--- config.mk ---
export PLATFORM = sky130hd
export DESIGN_NAME = hostbus_regif
export DESIGN_NICKNAME = d
export VERILOG_FILES = /design/src/rtl/hostbus_pkg.sv /design/src/rtl/hostbus_sync.sv /design/src/rtl/hostbus_front.sv /design/src/rtl/hostbus_regfile.sv /design/src/rtl/hostbus_regif.sv
export SDC_FILE = /design/constraint.sdc
export NUM_CORES = 1
export LEC_CHECK = 0
export CORE_MARGIN = 3
export CORE_UTILIZATION = 40
export CTS_BUF_LIST = sky130_fd_sc_hd__clkbuf_8
export DETAILED_ROUTE_END_ITERATION = 7
export PLACE_DENSITY_LB_ADDON = 0.08
export SETUP_SLACK_MARGIN = 0.02
export SLEW_MARGIN = 10
export SYNTH_ARGS = -nofsm -noshare
export SYNTH_HDL_FRONTEND = slang
export SYNTH_SLANG_ARGS = --single-unit
--- constraint.sdc ---
create_clock -name clk -period 2.6 [get_ports clk]
set_input_delay 0.52 -clock clk [delete_from_list [all_inputs] [get_ports clk]]
set_output_delay 0.52 -clock clk [all_outputs]
set_load 0.01 [all_outputs]
--- src/rtl/hostbus_pkg.sv ---
package hostbus_pkg;
  typedef enum logic {
    BUS_STROBE = 1'b0,
    BUS_LATCH  = 1'b1
  } bus_style_e;

  localparam int STAT_A_OFS = 0;
  localparam int STAT_B_OFS = 1;
  localparam int MASK_A_OFS = 2;
  localparam int MASK_B_OFS = 3;
  localparam int GP_OFS     = 4;
endpackage

--- src/rtl/hostbus_sync.sv ---
module hostbus_sync #(
  parameter int W = 4,
  parameter int STAGES = 2,
  parameter logic [W-1:0] RST_VAL = '1
) (
  input  logic         clk,
  input  logic         rst_n,
  input  logic [W-1:0] din,
  output logic [W-1:0] dout
);
  logic [W-1:0] stage_q [STAGES];

  always_ff @(posedge clk) begin
    if (!rst_n) begin
      for (int s = 0; s < STAGES; s++) stage_q[s] <= RST_VAL;
    end else begin
      stage_q[0] <= din;
      for (int s = 1; s < STAGES; s++) stage_q[s] <= stage_q[s-1];
    end
  end

  assign dout = stage_q[STAGES-1];
endmodule

--- src/rtl/hostbus_front.sv ---
module hostbus_front
  import hostbus_pkg::*;
#(
  parameter int AW = 4,
  parameter int HS_DELAY = 2
) (
  input  logic          clk,
  input  logic          rst_n,
  input  bus_style_e    mode,
  input  logic          ale_s,
  input  logic          cs_n_s,
  input  logic          stra_n_s,
  input  logic          strb_s,
  input  logic [AW-1:0] addr_i,
  output logic          op_rd,
  output logic          op_wr,
  output logic [AW-1:0] op_addr,
  output logic          hs_val,
  output logic          hs_oe
);
  localparam int CW = $clog2(HS_DELAY + 1);
  localparam logic [CW-1:0] CNT_MAX = CW'(HS_DELAY);
  localparam logic [CW-1:0] CNT_ARM = CW'(HS_DELAY - 1);

  logic          ale_d;
  logic [AW-1:0] addr_q;
  logic [CW-1:0] cnt_q;
  logic          done_q, hs_val_q, hs_oe_q;
  logic          rd_req, wr_req, sel, act, done_nxt, fire;

  always_comb begin
    if (mode == BUS_LATCH) begin
      rd_req = ~stra_n_s;
      wr_req = ~strb_s & stra_n_s;
    end else begin
      rd_req = ~stra_n_s & strb_s;
      wr_req = ~stra_n_s & ~strb_s;
    end
  end

  assign sel      = ~cs_n_s;
  assign act      = sel & (rd_req | wr_req);
  assign done_nxt = act & (cnt_q >= CNT_ARM);
  assign fire     = act & (cnt_q == '0);

  always_ff @(posedge clk) begin
    if (!rst_n) begin
      ale_d    <= 1'b1;
      addr_q   <= '0;
      cnt_q    <= '0;
      done_q   <= 1'b0;
      hs_val_q <= 1'b0;
      hs_oe_q  <= 1'b0;
    end else begin
      ale_d <= ale_s;
      if (ale_d && !ale_s) addr_q <= addr_i;
      if (!act) cnt_q <= '0;
      else if (cnt_q != CNT_MAX) cnt_q <= cnt_q + 1'b1;
      done_q   <= done_nxt;
      hs_val_q <= (mode == BUS_LATCH) ? done_nxt : ~done_nxt;
      hs_oe_q  <= sel;
    end
  end

  assign op_rd   = fire & rd_req;
  assign op_wr   = fire & wr_req;
  assign op_addr = addr_q;
  assign hs_val  = hs_val_q;
  assign hs_oe   = hs_oe_q;

  // completion only after the request has been held for consecutive cycles
  assert_hs_latency_R1: assert property (@(posedge clk) disable iff (!rst_n)
    $rose(done_q) |-> act && $past(act));

  // dropping the request always clears completion on the next edge
  assert_hs_release_R5: assert property (@(posedge clk) disable iff (!rst_n)
    !act |=> !done_q);
endmodule

--- src/rtl/hostbus_regfile.sv ---
module hostbus_regfile
  import hostbus_pkg::*;
#(
  parameter int DW = 8,
  parameter int AW = 4,
  parameter int NGP = 4
) (
  input  logic          clk,
  input  logic          rst_n,
  input  logic          op_rd,
  input  logic          op_wr,
  input  logic [AW-1:0] op_addr,
  input  logic [DW-1:0] wdata,
  input  logic [DW-1:0] alarm0,
  input  logic [DW-1:0] alarm1,
  output logic [DW-1:0] rdata,
  output logic          irq
);
  localparam logic [AW-1:0] A_S0 = AW'(STAT_A_OFS);
  localparam logic [AW-1:0] A_S1 = AW'(STAT_B_OFS);
  localparam logic [AW-1:0] A_M0 = AW'(MASK_A_OFS);
  localparam logic [AW-1:0] A_M1 = AW'(MASK_B_OFS);

  logic [DW-1:0] s0_q, s1_q, m0_q, m1_q, rdata_q, rd_mux;
  logic [DW-1:0] gp_q [NGP];
  logic [NGP-1:0] gp_hit;
  logic          irq_q, hit_any, clr0, clr1;

  always_comb begin
    for (int i = 0; i < NGP; i++) gp_hit[i] = (op_addr == AW'(GP_OFS + i));
  end

  assign hit_any = (op_addr == A_S0) | (op_addr == A_S1) | (op_addr == A_M0) |
                   (op_addr == A_M1) | (|gp_hit);
  assign clr0 = op_rd & (op_addr == A_S0);
  assign clr1 = op_rd & (op_addr == A_S1);

  always_comb begin
    rd_mux = '0;
    if (op_addr == A_S0) rd_mux = s0_q;
    else if (op_addr == A_S1) rd_mux = s1_q;
    else if (op_addr == A_M0) rd_mux = m0_q;
    else if (op_addr == A_M1) rd_mux = m1_q;
    else begin
      for (int i = 0; i < NGP; i++) if (gp_hit[i]) rd_mux = gp_q[i];
    end
  end

  always_ff @(posedge clk) begin
    if (!rst_n) begin
      s0_q    <= '0;
      s1_q    <= '0;
      m0_q    <= '0;
      m1_q    <= '0;
      rdata_q <= '0;
      irq_q   <= 1'b0;
      for (int i = 0; i < NGP; i++) gp_q[i] <= '0;
    end else begin
      s0_q <= (clr0 ? '0 : s0_q) | alarm0;
      s1_q <= (clr1 ? '0 : s1_q) | alarm1;
      if (op_wr && op_addr == A_M0) m0_q <= wdata;
      if (op_wr && op_addr == A_M1) m1_q <= wdata;
      for (int i = 0; i < NGP; i++) if (op_wr && gp_hit[i]) gp_q[i] <= wdata;
      if (op_rd) rdata_q <= rd_mux;
      irq_q <= (|(s0_q & ~m0_q)) | (|(s1_q & ~m1_q));
    end
  end

  assign rdata = rdata_q;
  assign irq   = irq_q;

  // status bits never drop without a clearing read
  assert_sticky_R6: assert property (@(posedge clk) disable iff (!rst_n)
    !clr0 |=> ((s0_q & $past(s0_q)) == $past(s0_q)));

  // no pending status means the interrupt is low one cycle later
  assert_irq_quiet_R7: assert property (@(posedge clk) disable iff (!rst_n)
    (s0_q == '0 && s1_q == '0) |=> !irq_q);

  // a write to a hole leaves the masks untouched
  assert_unimpl_R8: assert property (@(posedge clk) disable iff (!rst_n)
    (op_wr && !hit_any) |=> ($stable(m0_q) && $stable(m1_q)));
endmodule

--- src/rtl/hostbus_regif.sv ---
module hostbus_regif
  import hostbus_pkg::*;
#(
  parameter int DW = 8,
  parameter int AW = 4,
  parameter int NGP = 4,
  parameter int HS_DELAY = 2,
  parameter int SYNC_STAGES = 2
) (
  input  logic          clk,
  input  logic          rst_n,
  input  logic          bus_style,
  input  logic          ale_as,
  input  logic          cs_n,
  input  logic          stb_a_n,
  input  logic          stb_b,
  input  logic [AW-1:0] addr,
  input  logic [DW-1:0] wdata,
  output logic [DW-1:0] rdata,
  input  logic [DW-1:0] alarm0_in,
  input  logic [DW-1:0] alarm1_in,
  output logic          hs_val,
  output logic          hs_oe,
  output logic          irq
);
  localparam int NCTL = 4;

  logic [NCTL-1:0] ctl_raw, ctl_s;
  logic            op_rd, op_wr;
  logic [AW-1:0]   op_addr;

  assign ctl_raw = {ale_as, cs_n, stb_a_n, stb_b};

  hostbus_sync #(.W(NCTL), .STAGES(SYNC_STAGES), .RST_VAL('1)) u_sync (
    .clk  (clk),
    .rst_n(rst_n),
    .din  (ctl_raw),
    .dout (ctl_s)
  );

  hostbus_front #(.AW(AW), .HS_DELAY(HS_DELAY)) u_front (
    .clk     (clk),
    .rst_n   (rst_n),
    .mode    (bus_style_e'(bus_style)),
    .ale_s   (ctl_s[3]),
    .cs_n_s  (ctl_s[2]),
    .stra_n_s(ctl_s[1]),
    .strb_s  (ctl_s[0]),
    .addr_i  (addr),
    .op_rd   (op_rd),
    .op_wr   (op_wr),
    .op_addr (op_addr),
    .hs_val  (hs_val),
    .hs_oe   (hs_oe)
  );

  hostbus_regfile #(.DW(DW), .AW(AW), .NGP(NGP)) u_regs (
    .clk    (clk),
    .rst_n  (rst_n),
    .op_rd  (op_rd),
    .op_wr  (op_wr),
    .op_addr(op_addr),
    .wdata  (wdata),
    .alarm0 (alarm0_in),
    .alarm1 (alarm1_in),
    .rdata  (rdata),
    .irq    (irq)
  );
endmodule

==> summary.md, run 1 <==
| Metric | Value |
|---|---|
| Fillers | `974` |
| Multi-input logic area | `1740 um^2` |
| Part of the power in combinational logic | `0.080` |
| Die Y | `107 um` |
| DRT Pass-1 Iters | `4` |
| Storage element area | `2120 um^2` |
| Initial Utilization | `0.412` |
| Fin crit share | `0.926` |
| Dpl ws | `-46.5 ps` |
| Mapped Area | `4040 um^2` |
| Min Tclk post-route | `2410 ps` |
| Final Max Slew Viols | `0` |
| Critical Path Sink Type | `register` |
| Iteration-0 DRC count of the detailed router | `161` |
| Resized Gates After CTS | `0` |
| WP data required | `2810 ps` |
| Startpoint Class | `input port` |
| Worst Clk Skew | `11.2 ps` |
| Post-synthesis mux area share | `0.0743` |
| P&R area growth vs syn | `21.7%` |
| Yosys warnings | `0` |
| Complex-gate fraction of the synthesized area | `0.108` |
| Die width | `107 um` |
| R2R Path End | `u_regs.rdata[7]` |
| DR vias | `roughly 3000` |
| Crit path to | `u_regs.rdata[7]` |
| Boundary pin count | `46` |
| RePlAce Congestion | `0.880` |
| Synthesized flop and latch total | `90` |
| Adder-Cell Fraction of Synth Area | `0.00928` |
| P_leak | `1.86 nW` |
| Number of synthesized flops with an enable pin | `32` |
| H-tree depth | `3` |
| IO buf count | `45` |
| CTS tree | `built` |
| Sw Pwr | `628 uW` |
| Status | `complete, no violations` |
| Hold Path Class | `register to register` |
| Syn Area/Cell | `10.4 um^2` |
| Routed vias/inst | `between 5 and 6` |
| Final Util | `0.501` |
| Sequential power share | `0.552` |
| Synth Net Count | `427` |
| Reg-to-Reg Start | `u_front.op_addr[0]` |
| Clock Power Share | `0.368` |
| Final global-route overflow total | `0` |
| Final hold vios | `0` |
| Max IR drop VDD | `0.257 mV` |
| Hold-fix buffers, CTS | `0` |
| Drt drc | `0` |
| Synth Instances | `389` |
| Largest family of logic cells by synthesized area | `simple AND/OR/NAND/NOR gates` |
| Layout cells sized above 1 | `0.111` |
| R2R Setup Slk | `210 ps` |
| Initial antenna violation count | `0` |
| Register area share after synthesis | `0.525` |
| Vias in the first global route | `3040` |
| Most frequent cells in the layout | `59 x nor2_1, 58 x dfxtp_1, 45 x clkdlybuf4s50_1` |
| Cell Chain, Critical Path | `clkdlybuf4s50_1, or2_0, nand3_2, a2111oi_0, nor4_1` |
| Simple-Gate Fraction of Synth Area | `0.234` |
| Die area | `11400 um^2` |
| Max-cap violation count | `0` |
| Critical path type | `input port to register` |
| Clock buffer depth | `2` |
| Worst skew pair latency | `350 ps` |
| Pwr/cell area | `563 nW/um^2` |
| First-pass GRT wire length | `16200 um` |
| Distinct cells, synth | `48` |
| Core Footprint | `9820 um^2` |
| Slowest stage delay, CP | `750 ps` |
| Post-DP HPWL | `7110 um` |
| # clock sinks | `90` |
| Setup-failing EPs final | `0` |
| CP Launch Point | `bus_style` |
| Final #Nets | `a little under 500` |
| Ant diodes | `0` |
| Final worst slack | `192 ps` |
| GR Util All Layers | `0.186` |
| Post-CTS setup buffers | `0` |
| CTS buffer count | `9` |
| Largest net degree at the start of global routing | `35` |
| Slew @ Worst Pin | `796 ps` |
| Sw Ratio | `0.227` |
| Synth async-reset ratio | `0` |
| Unrepaired setup endpoints after global routing | `no` |
| Clk root buf | `clkbuf_8` |
| Xor and xnor fraction of the mapped netlist area | `0.00433` |
| Max_slew headroom | `0.456` |
| Slowest cell on the critical path | `a2111oi_0` |
| Commonest non-fill, non-tap cell in the layout | `nor2_1` |
| Total Wirelength | `9870 um` |
| Row cnt | `36` |
| Clk slew on worst S/H paths | `90 ps` |
| Final ANT Viol Nets | `0` |
| Routed length per instance | `16.9 um` |
| CP arrival | `approximately 2600 ps` |
| FF-to-FF path depth | `4` |
| Fmax achieved | `415 MHz` |
| Maximum net fanout on the critical path | `7` |
| P_int | `2.14 mW` |
| Synth Flop Type | `dfxtp_1` |
## logic make-up after synthesis
family | Yosys count
and+or+nand+nor | 168
buffers and inverters | 38
muxes | 30
adders and majority gates | 3
DFF | 90
AOI/OAI and AO/OA | 58
xor gates and xnor gates | 2
## stage by stage
step | instance area, um^2 | total power, mW | setup TNS (ps) | hold WS (ps) | cells
3_5_place_dp | 4710 | 1.79 | -46.5 | 394 | 568
5_1_grt | 4920 | 2.90 | 0 | 424 | 584
3_3_place_gp | 4710 | 1.79 | -39.5 | 398 | 568
6_report | 4920 | 2.77 | 0 | 404 | 584
4_1_cts | 4920 | 2.81 | 0 | 406 | 584
2_1_floorplan | 4040 | 1.67 | 0 | 386 | 389
## flip-flops by register name, indices dropped and copies added, names as in the netlist, 2 cells and up
signal / flops
u_regs.gp_q: 32
u_regs.m0_q: 8
u_regs.m1_q: 8
u_regs.rdata: 8
u_regs.s0_q: 8
u_regs.s1_q: 8
u_sync.stage_q: 8
u_front.op_addr: 4
u_front.cnt_q: 2
## cell usage after synthesis (2+ instances only)
| library cell | count | share of area |
|---|---|---|
| nor2b_1 | 12 | 0.019 |
| a2111oi_0 | 14 | 0.030 |
| nand2b_4 | 3 | 0.010 |
| a221oi_1 | 3 | 0.0065 |
| a21oi_1 | 18 | 0.022 |
| nand2_1 | 10 | 0.0093 |
| mux2i_1 | 30 | 0.074 |
| buf_4 | 3 | 0.0056 |
| o21ai_0 | 5 | 0.0062 |
| nor2_1 | 59 | 0.055 |
| nand2b_1 | 19 | 0.029 |
| o22ai_1 | 4 | 0.0062 |
| nor3_1 | 9 | 0.011 |
| buf_2 | 8 | 0.0099 |
| inv_1 | 17 | 0.016 |
| and2_1 | 32 | 0.050 |
| nor3_2 | 2 | 0.0050 |
| buf_1 | 2 | 0.0019 |
| edfxtp_1 | 32 | 0.24 |
| clkbuf_1 | 4 | 0.0037 |
| buf_6 | 3 | 0.0084 |
| nand4b_1 | 3 | 0.0065 |
| o2111a_1 | 4 | 0.011 |
| nand3_2 | 2 | 0.0050 |
| a2111oi_2 | 3 | 0.011 |
| dfxtp_1 | 58 | 0.29 |
| nor4_1 | 7 | 0.011 |
| ha_1 | 3 | 0.0093 |
## layer usage
metal,vias to the layer above,track usage,routed length (um)
met4,0,0.0676,211
met1,1406,0.259,4530
li1,1490,-,-
met5,-,0,0
met2,68,0.288,4510
met3,12,0.0376,618
## power by group through the flow
stage | Clock, mW | Combinational, mW | Sequential [mW]
finish | 1.02 | 0.221 | 1.53
global route | 1.11 | 0.245 | 1.54
CTS | 1.05 | 0.225 | 1.53
detailed placement | 0 | 0.223 | 1.56
global placement | 0 | 0.222 | 1.56
floorplan | 0 | 0.115 | 1.55
## area by class of cell
cell class | instances | area share
inverters | 18 | 0.0137
multi-input cells | 261 | 0.353
clock inverters | 7 | 0.0175
repair buffers | 66 | 0.126
flip-flops and latches | 90 | 0.431
clock buffers | 9 | 0.0252
well taps | 133 | 0.0338
## worst max-delay path, delay by kind of cell
family,cells,cell delay (ps)
buffers and inverters,1,570
AO/OA/AOI/OAI,1,750
AND/OR/NAND/NOR,3,780
## worst min-delay path by stage
stage	startpoint	end	slack (ps)	cells after the start
final	u_sync.stage_q[0][0]	u_sync.stage_q[0][4]	400	1
after global routing	u_sync.stage_q[0][0]	u_sync.stage_q[0][4]	420	1
after CTS	u_sync.stage_q[0][0]	u_sync.stage_q[0][4]	410	1
after detailed placement	u_sync.stage_q[0][0]	u_sync.stage_q[0][4]	390	1
after global placement	u_sync.stage_q[0][3]	u_sync.stage_q[0][7]	400	1
after floorplan	u_sync.stage_q[0][0]	u_sync.stage_q[0][4]	390	1
No activity file was read; power rests on OpenSTA's default activity.
==> run 2: changes to the inputs <==
--- a/config.mk
+++ b/config.mk
@@ -5,6 +5,7 @@
 export SDC_FILE = /design/constraint.sdc
 export NUM_CORES = 1
 export LEC_CHECK = 0
+export CAP_MARGIN = 10
 export CORE_MARGIN = 3
 export CORE_UTILIZATION = 40
 export CTS_BUF_LIST = sky130_fd_sc_hd__clkbuf_8
==> results of run 2 <==
No change in the layout: final DEF, timing and power equal those of run 1.
==> run 3: changes to the inputs <==
--- a/config.mk
+++ b/config.mk
@@ -11,7 +11,6 @@
 export CTS_BUF_LIST = sky130_fd_sc_hd__clkbuf_8
 export DETAILED_ROUTE_END_ITERATION = 7
 export PLACE_DENSITY_LB_ADDON = 0.08
-export SETUP_SLACK_MARGIN = 0.02
 export SLEW_MARGIN = 10
 export SYNTH_ARGS = -nofsm -noshare
 export SYNTH_HDL_FRONTEND = slang
==> results of run 3 <==
No change in the layout: final DEF, timing and power equal those of run 1.
